$ cat config.mk
export PLATFORM = sky130hd
export DESIGN_NAME = cfg_spi_slave
export DESIGN_NICKNAME = d
export VERILOG_FILES = /design/src/rtl/cfg_spi_pkg.sv /design/src/rtl/cfg_spi_edge.sv /design/src/rtl/cfg_spi_bank.sv /design/src/rtl/cfg_spi_ctrl.sv /design/src/rtl/cfg_spi_slave.sv
export SDC_FILE = /design/constraint.sdc
export NUM_CORES = 1
export LEC_CHECK = 0
export BUFFER_PORTS_ARGS = -buffer_cell sky130_fd_sc_hd__buf_2
export CORE_ASPECT_RATIO = 0.75
export CORE_UTILIZATION = 45
export CTS_BUF_LIST = sky130_fd_sc_hd__clkbuf_16
export CTS_CLUSTER_SIZE = 28
export DETAILED_ROUTE_END_ITERATION = 16
export PLACE_DENSITY_LB_ADDON = 0.25
export SYNTH_ARGS = -nofsm -noshare
export SYNTH_HDL_FRONTEND = slang
export SYNTH_HIERARCHICAL = 1
export SYNTH_SLANG_ARGS = --single-unit
$ cat constraint.sdc
create_clock -name clk -period 3.7 [get_ports clk]
set_clock_uncertainty 0.1 [all_clocks]
set_input_delay 0.74 -clock clk [delete_from_list [all_inputs] [get_ports clk]]
set_output_delay 0.74 -clock clk [all_outputs]
set_load 0.02 [all_outputs]
$ cat src/rtl/cfg_spi_pkg.sv
`timescale 1ns/1ps
// Shared constants and types for the serial register-access slave.
// Assumes an 8-bit instruction: direction, 2-bit count, 5-bit address.
package cfg_spi_pkg;
    localparam int BYTE_W   = 8;
    localparam int ADDR_W   = 5;
    localparam int NREG     = 1 << ADDR_W;
    localparam int CNT_W    = 2;
    localparam int BIDIR_B  = 7;   // register 0: 3-wire select
    localparam int LSBF_B   = 6;   // register 0: LSB-first select
    localparam int SRST_B   = 5;   // register 0: soft reset trigger
    localparam int KEEP_REG = 4;   // survives soft reset besides reg 0

    typedef enum logic [1:0] {PH_INSTR, PH_DATA, PH_DONE} phase_t;
endpackage

$ cat src/rtl/cfg_spi_edge.sv
`timescale 1ns/1ps
// Detects rising and falling edges of the serial clock in the clk domain.
// Assumes sclk is already synchronous to clk and idles low at reset.
module cfg_spi_edge (
    input  logic clk,
    input  logic rst_n,
    input  logic sclk,
    output logic rise,
    output logic fall
);
    logic sclk_q;

    // Remember the previous serial clock level.
    always_ff @(posedge clk) begin
        if (!rst_n) sclk_q <= 1'b0;
        else        sclk_q <= sclk;
    end

    assign rise = sclk & ~sclk_q;
    assign fall = ~sclk & sclk_q;
endmodule

$ cat src/rtl/cfg_spi_bank.sv
`timescale 1ns/1ps
// Register bank with one write port, one combinational read port and the
// soft reset that register 0 triggers. Assumes NREG > KEEP_REG.
module cfg_spi_bank
    import cfg_spi_pkg::*;
#(
    parameter int AW = ADDR_W,
    parameter int DW = BYTE_W,
    parameter int NR = NREG,
    parameter int KR = KEEP_REG
) (
    input  logic             clk,
    input  logic             rst_n,
    input  logic             we,
    input  logic [AW-1:0]    waddr,
    input  logic [DW-1:0]    wdata,
    input  logic [AW-1:0]    raddr,
    output logic [DW-1:0]    rdata,
    output logic [NR*DW-1:0] regs_flat
);
    logic [DW-1:0] regs [NR];

    // Store writes; a soft reset clears all but register 0 and KR.
    always_ff @(posedge clk) begin
        if (!rst_n) begin
            for (int i = 0; i < NR; i++) regs[i] <= '0;
        end else if (we) begin
            if (waddr == '0) begin
                regs[0] <= wdata & ~(DW'(1) << SRST_B);
                if (wdata[SRST_B]) begin
                    for (int i = 1; i < NR; i++)
                        if (i != KR) regs[i] <= '0;
                end
            end else begin
                regs[waddr] <= wdata;
            end
        end
    end

    assign rdata = regs[raddr];

    genvar g;
    generate
        for (g = 0; g < NR; g++) begin : g_flat
            assign regs_flat[g*DW +: DW] = regs[g];
        end
    endgenerate


    srst_clears_chk: assert property (@(posedge clk) disable iff (!rst_n)
        (we && waddr == '0 && wdata[SRST_B]) |=> (regs[1] == '0 && regs[0][SRST_B] == 1'b0));

    srst_keeps_chk: assert property (@(posedge clk) disable iff (!rst_n)
        (we && waddr == '0 && wdata[SRST_B]) |=> (regs[KR] == $past(regs[KR])));
endmodule

$ cat src/rtl/cfg_spi_ctrl.sv
`timescale 1ns/1ps
// Serial engine: assembles bytes in the selected order, decodes the
// instruction, steps the address with saturation and shifts out read bits.
// Assumes a serial clock phase lasts at least two clk cycles.
module cfg_spi_ctrl
    import cfg_spi_pkg::*;
#(
    parameter int AW = ADDR_W,
    parameter int DW = BYTE_W,
    parameter int CW = CNT_W
) (
    input  logic          clk,
    input  logic          rst_n,
    input  logic          csb,
    input  logic          sdio_in,
    input  logic          sclk_rise,
    input  logic          sclk_fall,
    input  logic          cfg_lsb,
    input  logic [DW-1:0] rdata,
    output logic          we,
    output logic [AW-1:0] addr,
    output logic [DW-1:0] wdata,
    output logic          out_bit,
    output logic          rd_active
);
    localparam int BCW = $clog2(DW);
    localparam logic [AW-1:0] ADDR_MAX = '1;
    localparam logic [BCW-1:0] LAST_BIT = BCW'(DW - 1);

    phase_t         phase;
    logic [BCW-1:0] bit_cnt;
    logic [DW-1:0]  shreg, nxt_sh;
    logic           rw;
    logic [CW-1:0]  left;
    logic           byte_done, new_lsb;
    logic [AW-1:0]  addr_step;

    // Shift the incoming bit in from the end the current order selects.
    always_comb begin
        nxt_sh = cfg_lsb ? {sdio_in, shreg[DW-1:1]} : {shreg[DW-2:0], sdio_in};
    end

    assign byte_done = !csb && sclk_rise && (bit_cnt == LAST_BIT) && (phase != PH_DONE);
    assign we        = byte_done && (phase == PH_DATA) && !rw;
    assign wdata     = nxt_sh;

    // Choose step direction from the order in force once this byte lands.
    always_comb begin
        new_lsb = (we && addr == '0) ? nxt_sh[LSBF_B] : cfg_lsb;
        if (new_lsb) addr_step = (addr == ADDR_MAX) ? addr : addr + AW'(1);
        else         addr_step = (addr == '0)       ? addr : addr - AW'(1);
    end

    // Track bit position, phase, byte count and address of the transaction.
    always_ff @(posedge clk) begin
        if (!rst_n || csb) begin
            phase   <= PH_INSTR;
            bit_cnt <= '0;
            shreg   <= '0;
            if (!rst_n) begin
                rw   <= 1'b0;
                left <= '0;
                addr <= '0;
            end
        end else if (sclk_rise && phase != PH_DONE) begin
            bit_cnt <= bit_cnt + BCW'(1);
            shreg   <= nxt_sh;
            if (bit_cnt == LAST_BIT) begin
                if (phase == PH_INSTR) begin
                    rw    <= nxt_sh[DW-1];
                    left  <= nxt_sh[DW-2 -: CW];
                    addr  <= nxt_sh[AW-1:0];
                    phase <= PH_DATA;
                end else begin
                    addr <= addr_step;
                    if (left == '0) phase <= PH_DONE;
                    else            left  <= left - CW'(1);
                end
            end
        end
    end

    // Present the next read bit on each falling serial clock edge.
    always_ff @(posedge clk) begin
        if (!rst_n)
            out_bit <= 1'b0;
        else if (sclk_fall && phase == PH_DATA && rw)
            out_bit <= cfg_lsb ? rdata[bit_cnt] : rdata[LAST_BIT - bit_cnt];
    end

    assign rd_active = !csb && (phase == PH_DATA) && rw;


    csb_discard_chk: assert property (@(posedge clk) disable iff (!rst_n)
        csb |=> (phase == PH_INSTR && bit_cnt == '0));

    addr_floor_chk: assert property (@(posedge clk) disable iff (!rst_n)
        (byte_done && phase == PH_DATA && addr == '0 && !new_lsb) |=> (addr == '0));

    addr_ceil_chk: assert property (@(posedge clk) disable iff (!rst_n)
        (byte_done && phase == PH_DATA && addr == ADDR_MAX && new_lsb) |=> (addr == ADDR_MAX));

    count_down_chk: assert property (@(posedge clk) disable iff (!rst_n)
        (byte_done && phase == PH_DATA && left != '0) |=> (left == $past(left) - CW'(1)));
endmodule

$ cat src/rtl/cfg_spi_slave.sv
`timescale 1ns/1ps
// Top of the serial register-access slave: edge detection, serial engine,
// register bank and output-enable selection for 3-wire or 4-wire use.
// Assumes csb, sclk and sdio_in are synchronous to clk.
module cfg_spi_slave
    import cfg_spi_pkg::*;
(
    input  logic                   clk,
    input  logic                   rst_n,
    input  logic                   csb,
    input  logic                   sclk,
    input  logic                   sdio_in,
    output logic                   sdio_out,
    output logic                   sdio_oe,
    output logic                   sdo_out,
    output logic                   sdo_oe,
    output logic [NREG*BYTE_W-1:0] regs_flat
);
    logic              rise, fall, we, out_bit, rd_active;
    logic [ADDR_W-1:0] addr;
    logic [BYTE_W-1:0] wdata, rdata;
    logic              cfg_bidir, cfg_lsb;

    assign cfg_bidir = regs_flat[BIDIR_B];
    assign cfg_lsb   = regs_flat[LSBF_B];

    cfg_spi_edge u_edge (
        .clk(clk), .rst_n(rst_n), .sclk(sclk), .rise(rise), .fall(fall)
    );

    cfg_spi_ctrl u_ctrl (
        .clk(clk), .rst_n(rst_n), .csb(csb), .sdio_in(sdio_in),
        .sclk_rise(rise), .sclk_fall(fall), .cfg_lsb(cfg_lsb),
        .rdata(rdata), .we(we), .addr(addr), .wdata(wdata),
        .out_bit(out_bit), .rd_active(rd_active)
    );

    cfg_spi_bank u_bank (
        .clk(clk), .rst_n(rst_n), .we(we), .waddr(addr), .wdata(wdata),
        .raddr(addr), .rdata(rdata), .regs_flat(regs_flat)
    );

    assign sdo_oe   = rd_active & ~cfg_bidir;
    assign sdio_oe  = rd_active &  cfg_bidir;
    assign sdo_out  = out_bit;
    assign sdio_out = out_bit;


    idle_hiz_chk: assert property (@(posedge clk) disable iff (!rst_n)
        csb |-> (!sdo_oe && !sdio_oe));

    one_driver_chk: assert property (@(posedge clk) disable iff (!rst_n)
        $onehot0({sdo_oe, sdio_oe}));
endmodule

== Word level (Yosys, flattened, before mapping) ==
Memories as Yosys holds them, arrays and structs flattened. A register that Yosys moved wholly into a read port is not among the register bits.
Cells that the tools add are included.

* Eq/ne operators: 8
* Magnitude comparators: 2
* Bitwise operators: 38
* Add/sub/neg operators: 5
* Muxes and demuxes: 77
* Reductions and logical operators: 27

{| class="wikitable"
|+ Operators by type and width
! kind !! count
|-
| $mux 8 || 33
|-
| $mux 5 || 10
|-
| $or 1x1->1 || 31
|-
| $mux 1 || 24
|-
| $mux 2 || 8
|-
| $logic_and 1x1->1 || 11
|-
| $lt 3x4->1 const B || 2
|-
| $ne 4x4->1 const B || 2
|-
| $reduce_and 4->1 || 2
|-
| $reduce_bool 2->1 || 4
|-
| $reduce_or 8->1 || 1
|-
| $bmux 1 s3 || 2
|-
| $add 5x1->5 const B || 1
|-
| $eq 5x5->1 const B || 1
|-
| $logic_not 5->1 || 1
|-
| $reduce_and 5->1 || 1
|-
| $sub 5x1->5 const B || 1
|-
| $and 1x1->1 || 4
|-
| $logic_not 2->1 || 2
|-
| $ne 2x2->1 const B || 2
|-
| $add 3x1->3 const B || 1
|-
| $eq 3x3->1 const B || 1
|-
| $logic_not 1->1 || 3
|-
| $ne 3x1->1 const B || 1
|-
| 6 further kinds || 8
|}

* Bits of input ports: 5
* Bits in registers: 23
* Memories kept: 1
* RAM bits: 256

{| class="wikitable"
|+ Memory list
! memory !! words !! bits a word !! rd ports !! clocked after memory_dff !! wr ports !! line !! RTL
|-
| u_bank.regs || 32 || 8 || 33 || 1 || 32 || cfg_spi_bank.sv:21 || <nowiki>logic [DW-1:0] regs [NR];</nowiki>
|}

== Depth between registers and ports, before layout ==
Gate-level depths: netlist of the first run.

* Word-level depth: 15
* Depth in mapped cells: 11

== Modules after synthesis ==
The synthesis of the first run kept the hierarchy.

{| class="wikitable"
|+ By module, submodules not included
! module !! cells each !! area an instance (um2) !! times used !! sequential area each (um2)
|-
| cfg_spi_bank || 736 || 11866.4 || 1 || 7687.4
|-
| cfg_spi_ctrl || 137 || 1370.1 || 1 || 520.5
|-
| cfg_spi_edge || 4 || 38.8 || 1 || 20.0
|-
| cfg_spi_slave || 3 || 23.8 || 1 || 0.0
|}

== Worst setup path after synthesis of the first run ==
OpenSTA, ideal clock, no wires.

* Path kind: reg-to-reg
* Start: reg, netlist name u_ctrl/addr[2]
* End: reg u_ctrl.out_bit
* Data arrival time: 3301 ps
* Required time: 3483 ps
* Slack: 183 ps
* Stages on the path, launching flop included: 10
* Path buffers: 2
* Setup time: 117 ps
* Clock period less this slack: 3517 ps
* Cells stage by stage: edfxtp_1 clkbuf_1 buf_1 mux4_2 mux4_2 mux2_2 mux4_2 mux4_2 nand3_1 o21ai_1

{| class="wikitable"
|+ RTL lines
! element !! line !! RTL
|-
| end signal, assigned || cfg_spi_ctrl.sv:88 || <nowiki>out_bit <= cfg_lsb ? rdata[bit_cnt] : rdata[LAST_BIT - bit_cnt];</nowiki>
|-
| end, declared || cfg_spi_ctrl.sv:23 || <nowiki>output logic out_bit,</nowiki>
|}

==> key figures, run 1 <==
Floorplan
  • Die H: approximately 150 um
  • Die Wd: 201 um
  • Core area: 29100 um2
  • Starting density of the core: 0.458
  • Core Rows: 54
  • Die area: 30300 um2
  • Io pins: 265

Timing
  • Fmax achieved: roughly 280 MHz
  • Final slew viol count: 0
  • Final hold viol count: 0
  • Post-Route Setup TNS: 0 ns
  • Unrepaired setup endpoints after global routing: no
  • Setup violators final: 0
  • Max-slew headroom: 0.224
  • Period utilisation layout: 0.951
  • Slew @ Worst Pin: 1.16 ns
  • Tmin final: ~3.5 ns

Global routing
  • Global Route Usage Sum: 0.287
  • Met1 Use GR: 0.444
  • Antenna violations before repair: 1
  • Vias in the first global route: 8456
  • Largest net degree at the start of global routing: 55
  • Gr ovfl total: 0
  • First-pass GRT wire length: 61600 um
  • Met3 usage: 0.0843
  • Most Crowded Layer GR: met1
  • Met2 GRT Util: 0.401

Logic synthesis
  • Netlist cell types: 47
  • YS warnings: 6
  • Yosys reg bits: between 200 and 300
  • Register area share after synthesis: 0.619
  • Share of the synthesized area in the top cell type: 0.596
  • Avg Inst Size Synth: 15.1 um2
  • Net Count, Synth: 889
  • Mapped cell area: between 10000 and 15000 um2
  • Yosys top cell by area: edfxtp_1
  • Synth Instances: 880
  • Ranking of synthesized cells by area: edfxtp_1 60%, mux4_2 14%, and2_1 12%

Final layout
  • Antenna diode count: 0
  • Synth-to-Final Area Change: 23.7%
  • Most frequent cells in the layout: 264 x buf_2, 264 x edfxtp_1, 258 x and2_1
  • Fillers: 2324
  • Post-layout util: 0.566
  • Nets: roughly 1200
  • Share of cells above drive strength 1: 0.402
  • Final non-filler cell total: 1607
  • Area occupied by multi-input gates: roughly 4800 um2
  • Register area: 8230 um2

Drt
  • Vias/cell: 5.86
  • Number of routed nets with antenna violations: 0
  • DR vias: 9421
  • DRT iter0 DRCs: 1258
  • Avg WL per Cell: 27.4 um
  • DRC Markers: 0
  • Final WL: 44000 um
  • TritonRoute pass-1 iters: 5

Critical path
  • Critical Path AT: a little under 4 ns
  • Crit-path cells: buf_12 -> mux4_2 -> mux4_2 -> mux2_2 -> mux4_2 -> mux4_2 -> nand3_1 -> o21ai_1
  • Largest stage delay, worst path: 0.57 ns
  • Req. time, crit path: 4.03 ns
  • Startpoint Class: register
  • CP most frequent cell: mux4_2
  • Critical path's slowest cell: mux4_2
  • CP max FO: 53
  • Crit. End Element: register
  • Crit path kind: reg -> reg

CTS
  • Clock tree from TritonCTS: yes
  • Root Buffer: clkbuf_16
  • # hold bufs at CTS: 0
  • Worst-path clk slew: ~0.07 ns
  • Post-CTS Resized: 0
  • Total clock buffers created by CTS: 29
  • Max Root-Sink Buffers: 3
  • Worst skew pair latency: roughly 0.54 ns
  • H-tree levels: 1
  • # clock sinks: 279
  • Post-CTS setup buffer count: 0

Place
  • DP Wirelength: 32700 um
  • PortBufs: 264
  • RePlAce Congestion: 0.954
  • Dpl cells: 1555

Status
  • Status: complete, no violations

Power and ir drop
  • Worst VDD drop: about 0.34 mV
  • Overall power: between 7 and 8 mW
  • LEAKAGE: 6.28 nW
  • Cell Pwr Density: 453 nW/um2

Run
  • Max cap viols: 0

Min path
  • Worst hold-check path type: in -> reg
==> cell type report <==
type / count / area share
Tap cell: 392 / 0.0298
Multi-Input combinational cell: 535 / 0.292
Clock buffer: 29 / 0.0441
Clock inverter: 23 / 0.0125
Sequential cell: 279 / 0.500
Inverter: 7 / 0.00160
Timing Repair Buffer: 342 / 0.120
==> critical path, delay by kind of cell, from the launching register on <==
| kind | cells | cell delay, ns |
|---|---|---|
| AOI/OAI and AO/OA | 1 | 0.06 |
| buffers and inverters | 1 | 0.34 |
| DFF | 1 | 0.44 |
| muxes | 5 | 2.32 |
| and+or+nand+nor | 1 | 0.09 |
==> final timing paths <==
check             cells after the start                           end  slack (ns)                         start
hold reg to reg                       2  u_ctrl/shreg[0]$_SDFFE_PP0P_        0.39  u_ctrl/shreg[0]$_SDFFE_PP0P_
setup / recovery                      8   u_ctrl/out_bit$_SDFFE_PN0P_        0.18  u_ctrl/addr[1]$_SDFFCE_PP0P_
setup reg to reg                      8   u_ctrl/out_bit$_SDFFE_PN0P_        0.18  u_ctrl/addr[1]$_SDFFCE_PP0P_
hold / removal                        2      u_edge/sclk_q$_SDFF_PN0_        0.32                          sclk
==> routing by layer <==
metal / part of all wire / vias up / routed length [um]
met4: 0.016 / 2 / 724
met5: 0.00030 / - / 13
met1: 0.42 / 4698 / 18500
met2: 0.41 / 752 / 18100
met3: 0.15 / 54 / 6570
li1: - / 3915 / -
==> flip-flops by register name (all words and copies together) (netlist names) <==
| name | count |
|---|---|
| u_edge/sclk_q | 1 |
| u_ctrl/bit_cnt | 3 |
| u_bank/regs | 256 |
| u_ctrl/left | 2 |
| u_ctrl/shreg | 8 |
| u_ctrl/phase | 2 |
| u_ctrl/rw | 1 |
| u_ctrl/out_bit | 1 |
| u_ctrl/addr | 5 |
==> power by group <==
| part | internal (mW) | switching (mW) | total (mW) |
|---|---|---|---|
| combinational | 0.306 | 0.476 | 0.782 |
| sequential | 3.60 | 0.174 | 3.78 |
| clock | 1.69 | 1.20 | 2.89 |
| total | 5.60 | 1.85 | 7.45 |
==> kinds of logic after synthesis <==
logic type               Yosys count  share of synthesized area
AO/OA/AOI/OAI                     28                     0.0135
XOR/XNOR                           3                    0.00198
adder cells (fa/ha/maj)            4                    0.00376
buffers and inverters             66                     0.0214
flip-flops                       279                      0.619
multiplexers                     112                      0.166
other                              1                   0.000282
AND/OR/NAND/NOR                  387                      0.175
==> cells in the mapped netlist (all sizes together) <==
master     n
a2111oi    2
a211oi     7
a21boi     1
a21oi      2
a41oi      1
and2     259
and2b      2
and3       1
and4       1
and4bb     1
buf       16
clkbuf    43
conb       1
dfxtp     15
edfxtp   264
ha         4
inv        7
mux2      14
mux2i     13
mux4      85
nand2      8
nand2b    27
nand3      7
nand3b     5
nand4      6
nand4b     2
nor2      35
nor2b      3
nor3      23
nor4       3
o2111ai    1
o21ai     14
or2        2
or3        1
or3b       1
xnor2      1
xor2       2
==> through the flow <==
step	worst slack (ns)	cell area, um2	hold WS, ns
after floorplan	0.183	13300	0.360
after CTS	0.178	16500	0.308
after global placement	0.246	15500	0.379
after global routing	0.0771	16500	0.329
after detailed placement	0.210	15500	0.383
final	0.180	16500	0.320
Note: power is estimated with default switching activity, not from simulation.
==> run 2, diff against run 1 <==
--- a/config.mk
+++ b/config.mk
@@ -5,6 +5,7 @@
 export SDC_FILE = /design/constraint.sdc
 export NUM_CORES = 1
 export LEC_CHECK = 0
+export ABC_AREA = 1
 export BUFFER_PORTS_ARGS = -buffer_cell sky130_fd_sc_hd__buf_2
 export CORE_ASPECT_RATIO = 0.75
 export CORE_UTILIZATION = 45
==> constraint.sdc (replaced) <==
create_clock -name clk -period 2.8 [get_ports clk]
set_clock_uncertainty 0.1 [all_clocks]
set_input_delay 0.56 -clock clk [delete_from_list [all_inputs] [get_ports clk]]
set_output_delay 0.56 -clock clk [all_outputs]
set_load 0.02 [all_outputs]
==> run 2 against run 1 <==
Compared with the run above:
- wire length increased by 3.7%
- maximum frequency increased by 35%
- sequential share of layout area decreased by 0.44 points
- clock power increased by 27%
- critical path depth increased by 4
- largest cell class unchanged
- highest routed layer is now met4
==> key figures, run 2 <==
Power and ir drop
  • Combinational share of power: 0.116 (+0.011)
  • Cell Int Power: 7.06 mW (+26%)
  • Switching pwr: 2.55 mW (+38%)
  • Cell Pwr Density: 579 nW/um2 (+28%)
  • Worst VDD drop: 0.448 mV (+32%)
  • Sequential fraction of design power: 0.502 (-0.005)
  • Sw Share: 0.265 (+0.0171)
  • LEAKAGE: 7.05 nW (+12%)
  • Clk pwr share: 0.382 (-0.006)

CTS
  • Worst skew pair latency: 0.56 ns (+0.02 ns)
  • # clock sinks: 279 (unchanged)
  • Worst-path clk slew: 0.07 ns (about the same)
  • Total clock buffers created by CTS: 29 (unchanged)
  • H-tree levels: 1 (unchanged)
  • Post-CTS Resized: 0 (unchanged)
  • Root Buffer: clkbuf_16
  • # hold bufs at CTS: 0 (unchanged)
  • Clock tree from TritonCTS: yes
  • Max Root-Sink Buffers: 3 (unchanged)
  • Post-CTS setup buffer count: 0 (unchanged)

Timing
  • Period utilisation layout: 0.929 (-0.0224)
  • Tmin final: 2.60 ns (-0.919 ns)
  • Unrepaired setup endpoints after global routing: no
  • WHS: 0.134 ns (-0.186 ns)
  • Max-slew headroom: 0.606 (+0.382)
  • Final slew viol count: 0 (unchanged)
  • Final hold viol count: 0 (unchanged)
  • Post-Route Setup TNS: 0 ns (unchanged)
  • Final worst slack: 0.199 ns (+0.0190 ns)
  • Fmax achieved: 384 MHz (+35%)
  • Setup violators final: 0 (unchanged)
  • Slew @ Worst Pin: 0.589 ns (-0.574 ns)

Global routing
  • Largest net degree at the start of global routing: 53 (-3.6%)
  • Global Route Usage Sum: 0.286 (-0.00163)
  • Vias in the first global route: 11000 (+30%)
  • First-pass GRT wire length: 66900 um (+8.6%)
  • Gr ovfl total: 0 (unchanged)
  • Antenna violations before repair: 0 (-1)

Floorplan
  • Starting density of the core: 0.462 (+0.00419)
  • Io pins: 265 (unchanged)
  • Die area: 30800 um2 (+1.8%)
  • Die Wd: 202 um (+0.91%)
  • Die H: 152 um (+0.91%)
  • Core area: 29300 um2 (+0.93%)
  • Core Rows: 54 (unchanged)

Drt
  • DR vias: 12100 (+28%)
  • Vias/cell: 5.53 (-5.6%)
  • DRC Markers: 0 (unchanged)
  • Number of routed nets with antenna violations: 0 (unchanged)
  • Avg WL per Cell: 20.8 um (-24%)
  • TritonRoute pass-1 iters: 6 (+1)
  • Final WL: 45600 um (+3.7%)
  • DRT iter0 DRCs: 1525 (+21%)

Critical path
  • Crit. End Element: register
  • R2r worst-path depth: 12 (+4)
  • CP startpoint: u_ctrl/bit_cnt[0]$_SDFFE_PP0P_
  • Critical Path AT: 2.72 ns (-1.13 ns)
  • R2R Path Start: u_ctrl/bit_cnt[0]$_SDFFE_PP0P_
  • Reg2reg setup slack: 0.20 ns (+0.02 ns)
  • Req. time, crit path: 2.92 ns (-1.11 ns)
  • CP max FO: 8 (-85%)
  • Startpoint Class: register
  • Crit path kind: reg -> reg
  • Reg2reg end: u_bank/regs[27][0]$_SDFFCE_PN0P_

Logic synthesis
  • Mapped cell area: 13500 um2 (+1.9%)
  • YS warnings: 6 (unchanged)
  • Yosys top cell by area: edfxtp_1
  • Most frequent cell after synthesis: nand2_1
  • Post-synth EDFFs: 264 (unchanged)
  • Avg Inst Size Synth: 9.13 um2 (-40%)
  • Top FF cell, synth: edfxtp_1
  • Register area share after synthesis: 0.607 (-0.0113)
  • Ys async rst share: 0 (unchanged)
  • Ranking of synthesized cells by area: edfxtp_1 59%, nand2_1 12%, nand3_1 7.8%
  • Yosys reg bits: 279 (unchanged)
  • Synth Instances: 1483 (+69%)
  • Share of the synthesized area in the top cell type: 0.585 (-0.0108)
  • Net Count, Synth: 1492 (+68%)
  • Netlist cell types: 37 (-21%)
  • Top cells by count, synth: 430 x nand2_1, 278 x nor2_1, 264 x edfxtp_1, 211 x nand3_1, 57 x inv_1

Min path
  • Worst hold-check path type: in -> reg
  • Worst hold start: sclk
  • Hold path depth: 3 (+1)
  • Worst Hold End: u_edge/sclk_q$_SDFF_PN0_

Final layout
  • Synth-to-Final Area Change: 22.5%
  • Biggest regs: u_bank/regs x256, u_ctrl/shreg x8, u_ctrl/addr x5
  • Max FFs per register: 256 (unchanged)
  • Most common cell after layout, fill and taps aside: nand2_1
  • Antenna diode count: 0 (unchanged)
  • Most frequent cells in the layout: 430 x nand2_1, 278 x nor2_1, 264 x buf_2, 264 x edfxtp_1, 211 x nand3_1
  • Nets: 1781 (+48%)
  • Top reg by flops: u_bank/regs
  • Final non-filler cell total: 2187 (+36%)
  • Share of cells above drive strength 1: 0.257 (-0.146)

Place
  • RePlAce Congestion: 0.909 (-4.8%)
  • Dpl cells: 2133 (+37%)
  • DP Wirelength: 32400 um (-0.79%)
  • DP Worst Slack: 0.0795 ns (-0.130 ns)
  • PortBufs: 264 (unchanged)

Run
  • Max cap viols: 0 (unchanged)

Status
  • Status: complete, no violations
==> run 2: cell types whose count changed in the layout (fill, tap and decap cells not counted), sizes merged, moves of 27 or more <==
cell and delta:
nand2b -27, inv +54, nand2 +460, nor2 +259
mux4 -85, nand3 +211, and2 -259
==> run 2: area by class of cell <==
class | instances | area, um2
clock inverter | 25 | 169
timing repair buffer | 343 | 2060
multi-input combinational | 1053 | 4670
tap | 392 | 490
inverter | 66 | 249
sequential | 279 | 8230
fill | 2635 | 12700
clock buffer | 29 | 726
==> run 2: how the worst max path moves through the flow <==
stage,to,slack (ns),cells past startpoint
finish,u_bank/regs[27][0]$_SDFFCE_PN0P_,0.20,12
global route,u_ctrl/out_bit$_SDFFE_PN0P_,0.009,16
CTS,u_bank/regs[26][4]$_SDFFCE_PN0P_,0.21,12
detailed placement,u_bank/regs[26][4]$_SDFFCE_PN0P_,0.08,13
global placement,u_bank/regs[26][4]$_SDFFCE_PN0P_,0.12,13
floorplan,u_bank/regs[25][0]$_SDFFCE_PN0P_,0.41,12
==> run 2: kinds of logic (layout without fill, tap and decap cells) <==
kind of cell | count (synthesis) | after routing | synth area share
flops | 279 | 279 | 0.607
buf+inv | 151 | 463 | 0.0476
compound gates | 64 | 64 | 0.0284
other cells | 1 | 1 | 0.000277
fa+ha+maj | 4 | 4 | 0.00369
simple gates | 984 | 984 | 0.313
==> run 2: power by group through the flow <==
| stage | sequential, mW | clock (mW) | combinational (mW) |
|---|---|---|---|
| floorplan | 5.05 | 0 | 0.499 |
| global placement | 4.91 | 0 | 1.09 |
| detailed placement | 4.91 | 0 | 1.10 |
| CTS | 4.82 | 3.69 | 1.10 |
| global route | 4.84 | 3.85 | 1.19 |
| finish | 4.82 | 3.67 | 1.12 |
==> run 2: metal layers <==
metal,vias to the layer above,global-route usage,routed length (um),share of wire
met2,764,0.435,20200,0.44
met4,0,0.0602,883,0.019
met1,5766,0.429,19300,0.42
li1,5496,-,-,-
met3,76,0.0462,5180,0.11
met5,-,0,0,0
==> run 2: worst max-delay path: stages, from the launching register on <==
cell	delay (ns)
dfxtp_1	0.34
ha_1	0.15
ha_1	0.17
inv_1	0.07
nor2_2	0.12
nand2_1	0.14
nor2_8	0.16
nand2_1	0.07
inv_1	0.11
nand2_4	0.14
nor3_4	0.30
nand2_2	0.10
nand2_1	0.30
==> run 2: through the flow <==
stage	area, um2	util	power, mW
2_1_floorplan	13500	-	5.55
3_3_place_gp	15700	0.536	6.00
3_5_place_dp	15700	0.536	6.01
4_1_cts	16600	0.566	9.61
5_1_grt	16600	0.566	9.88
6_report	16600	0.566	9.62
==> run 3, diff against run 2 <==
--- a/config.mk
+++ b/config.mk
@@ -5,10 +5,9 @@
 export SDC_FILE = /design/constraint.sdc
 export NUM_CORES = 1
 export LEC_CHECK = 0
-export ABC_AREA = 1
 export BUFFER_PORTS_ARGS = -buffer_cell sky130_fd_sc_hd__buf_2
 export CORE_ASPECT_RATIO = 0.75
-export CORE_UTILIZATION = 45
+export CORE_UTILIZATION = 50
 export CTS_BUF_LIST = sky130_fd_sc_hd__clkbuf_16
 export CTS_CLUSTER_SIZE = 28
 export DETAILED_ROUTE_END_ITERATION = 16
==> run 3 against run 2 <==
Compared with the run above:
- the run now ends with setup timing left
- cell area rose by 12%
- wire length rose by 6.2%
- via count fell by 11%
- combinational power rose by 21%
- clock power fell by 7.6%
- power rose by 1.5%
- count of clock-buffer cells in the layout fell by 2
- setup slack got worse by 0.73 ns
- first-iteration DRC count rose by 10%
- critical path type unchanged
- critical endpoint is now u_ctrl/out_bit$_SDFFE_PN0P_
==> key figures, run 3 (synthesis gave the netlist of run 1 again) <==
Drt
  • DRC Markers: 0 (unchanged)
  • Vias/cell: 5.89 (+6.5%)
  • TritonRoute pass-1 iters: 5 (-1)
  • DR vias: 10800 (-11%)
  • DRT iter0 DRCs: 1677 (+10%)
  • Avg WL per Cell: 26.4 um (+27%)
  • Number of routed nets with antenna violations: 0 (unchanged)
  • Final WL: 48400 um (+6.2%)

Critical path
  • CP most frequent cell: mux4_2
  • Largest stage delay, worst path: 0.54 ns (+0.20 ns)
  • Reg2reg setup slack: -0.53 ns (-0.73 ns)
  • Crit path kind: reg -> reg
  • Req. time, crit path: 3.12 ns (+0.20 ns)
  • Crit-path cells: buf_6 -> buf_12 -> mux4_2 -> mux4_2 -> mux2_2 -> mux4_2 -> mux4_2 -> nand3_2 -> o21ai_1
  • Critical path's slowest cell: mux4_2
  • Reg2reg end: u_ctrl/out_bit$_SDFFE_PN0P_
  • Crit. End Element: register
  • Critical Path AT: 3.66 ns (+0.94 ns)
  • R2r worst-path depth: 9 (-3)
  • Startpoint Class: register
  • R2R Path Start: u_ctrl/addr[1]$_SDFFCE_PP0P_
  • CP max FO: 7 (-1)

CTS
  • # hold bufs at CTS: 0 (unchanged)
  • Root Buffer: clkbuf_16
  • Worst-path clk slew: 0.06 ns (about the same)
  • # clock sinks: 279 (unchanged)
  • Clock tree from TritonCTS: yes
  • H-tree levels: 1 (unchanged)
  • Worst skew pair latency: 0.54 ns (-0.02 ns)
  • Max Root-Sink Buffers: 3 (unchanged)
  • Total clock buffers created by CTS: 27 (-6.9%)

Status
  • Violated checks: setup timing
  • Status: complete, but fails checks

Final layout
  • Top reg by flops: u_bank/regs
  • Share of cells above drive strength 1: 0.519 (+0.262)
  • Max FFs per register: 256 (unchanged)
  • Most common cell after layout, fill and taps aside: buf_4
  • Most frequent cells in the layout: 324 x buf_4, 264 x buf_2, 264 x edfxtp_1
  • Biggest regs: u_bank/regs x256, u_ctrl/shreg x8, u_ctrl/addr x5
  • Synth-to-Final Area Change: 39.7%
  • Nets: 1474 (-17%)

Timing
  • Period utilisation layout: 1.19 (+0.262)
  • Setup violators final: 3 (+3)
  • Fmax achieved: 300 MHz (-22%)
  • Slew @ Worst Pin: 0.935 ns (+0.346 ns)
  • Unrepaired setup endpoints after global routing: yes
  • Final hold viol count: 0 (unchanged)
  • Final worst slack: -0.533 ns (-0.732 ns)
  • WHS: 0.148 ns (+0.0144 ns)
  • Final slew viol count: 0 (unchanged)
  • Tmin final: 3.33 ns (+0.732 ns)
  • Max-slew headroom: 0.377 (-0.229)

Floorplan
  • Die Wd: 190 um (-5.9%)
  • Core area: 26000 um2 (-11%)
  • Starting density of the core: 0.511 (+0.0489)
  • Die area: 27300 um2 (-12%)
  • Die H: 143 um (-5.9%)
  • Core Rows: 51 (-5.6%)
  • Io pins: 265 (unchanged)

Global routing
  • Vias in the first global route: 9692 (-12%)
  • Largest net degree at the start of global routing: 36 (-32%)
  • Antenna violations before repair: 1 (+1)
  • Gr ovfl total: 0 (unchanged)
  • First-pass GRT wire length: 67500 um (+0.91%)
  • Global Route Usage Sum: 0.356 (+0.0704)

Min path
  • Worst hold start: sclk
  • Hold path depth: 2 (-1)
  • Worst Hold End: u_edge/sclk_q$_SDFF_PN0_
  • Worst hold-check path type: in -> reg

Power and ir drop
  • LEAKAGE: 7.61 nW (+7.9%)
  • Worst VDD drop: 0.387 mV (-14%)
  • Cell Pwr Density: 525 nW/um2 (-9.3%)

Run
  • Max cap viols: 0 (unchanged)

Place
  • PortBufs: 264 (unchanged)
  • RePlAce Congestion: 0.968 (+6.6%)
  • DP Worst Slack: -0.506 ns (-0.585 ns)
  • DP Wirelength: 36100 um (+12%)
-- run 3: cell types whose count changed in the layout (fill, tap and decap cells not counted), moves of 85 or more --
cell | before | now
nor2_1 | 278 | 35
nand3_1 | 211 | 6
and2_1 | 0 | 257
nand2_1 | 430 | 8
buf_4 | 67 | 324
mux4_2 | 0 | 85
-- run 3: worst max-delay path: cells and delay by family (launching register included) --
kind / cells / cell delay (ns)
multiplexers: 5 / 2.26
buffers and inverters: 2 / 0.33
AND/OR/NAND/NOR: 1 / 0.08
AO/OA/AOI/OAI: 1 / 0.06
flip-flops: 1 / 0.38
-- run 3: routing by layer --
layer  share of wire  global-route usage
met3            0.18               0.143
met1            0.39               0.532
met5               0                   0
met2            0.41               0.481
met4           0.024              0.0876
-- run 3: layout make-up --
type / count / area [um2]
sequential: 279 / 8230
fill: 1749 / 7460
multi-input combinational: 535 / 4840
timing repair buffer: 615 / 4240
clock buffer: 27 / 676
tap: 344 / 430
clock inverter: 22 / 130
inverter: 7 / 26.3
antenna: 1 / 2.50
-- run 3: repair_timing --
| item | CTS | global route |
|---|---|---|
| pin swaps | 6 | 3 |
| setup endpoints to repair | 3 | 45 |
| resized for setup | 10 | 13 |
| setup buffers | 1 | 2 |
| cloned | 0 | 2 |
-- run 3: per-stage QoR --
step | instances | utilization | power (mW) | TNS (ns) | area (um2)
after floorplan | 880 | - | 5.60 | -1.16 | 13400
after global placement | 1775 | 0.677 | 6.38 | -0.834 | 17600
after detailed placement | 1775 | 0.677 | 6.40 | -1.65 | 17600
after CTS | 1825 | 0.709 | 9.72 | -0.502 | 18500
after global routing | 1830 | 0.714 | 9.98 | -0.909 | 18600
final | 1830 | 0.714 | 9.76 | -0.556 | 18600
-- run 3: worst max path at each step --
| stage | start | to |
|---|---|---|
| final | u_ctrl/addr[1]$_SDFFCE_PP0P_ | u_ctrl/out_bit$_SDFFE_PN0P_ |
| after global routing | u_ctrl/addr[1]$_SDFFCE_PP0P_ | u_ctrl/out_bit$_SDFFE_PN0P_ |
| after CTS | u_ctrl/addr[1]$_SDFFCE_PP0P_ | u_ctrl/out_bit$_SDFFE_PN0P_ |
| after detailed placement | u_ctrl/addr[1]$_SDFFCE_PP0P_ | u_ctrl/out_bit$_SDFFE_PN0P_ |
| after global placement | u_ctrl/addr[1]$_SDFFCE_PP0P_ | u_ctrl/out_bit$_SDFFE_PN0P_ |
| after floorplan | u_ctrl/addr[1]$_SDFFCE_PP0P_ | u_ctrl/out_bit$_SDFFE_PN0P_ |
-- run 3: power breakdown --
part           leakage, nW  switching [mW]  internal [mW]
clock network        0.406            1.55           1.84
logic                 4.57           0.696          0.659
registers             2.63           0.257           4.76
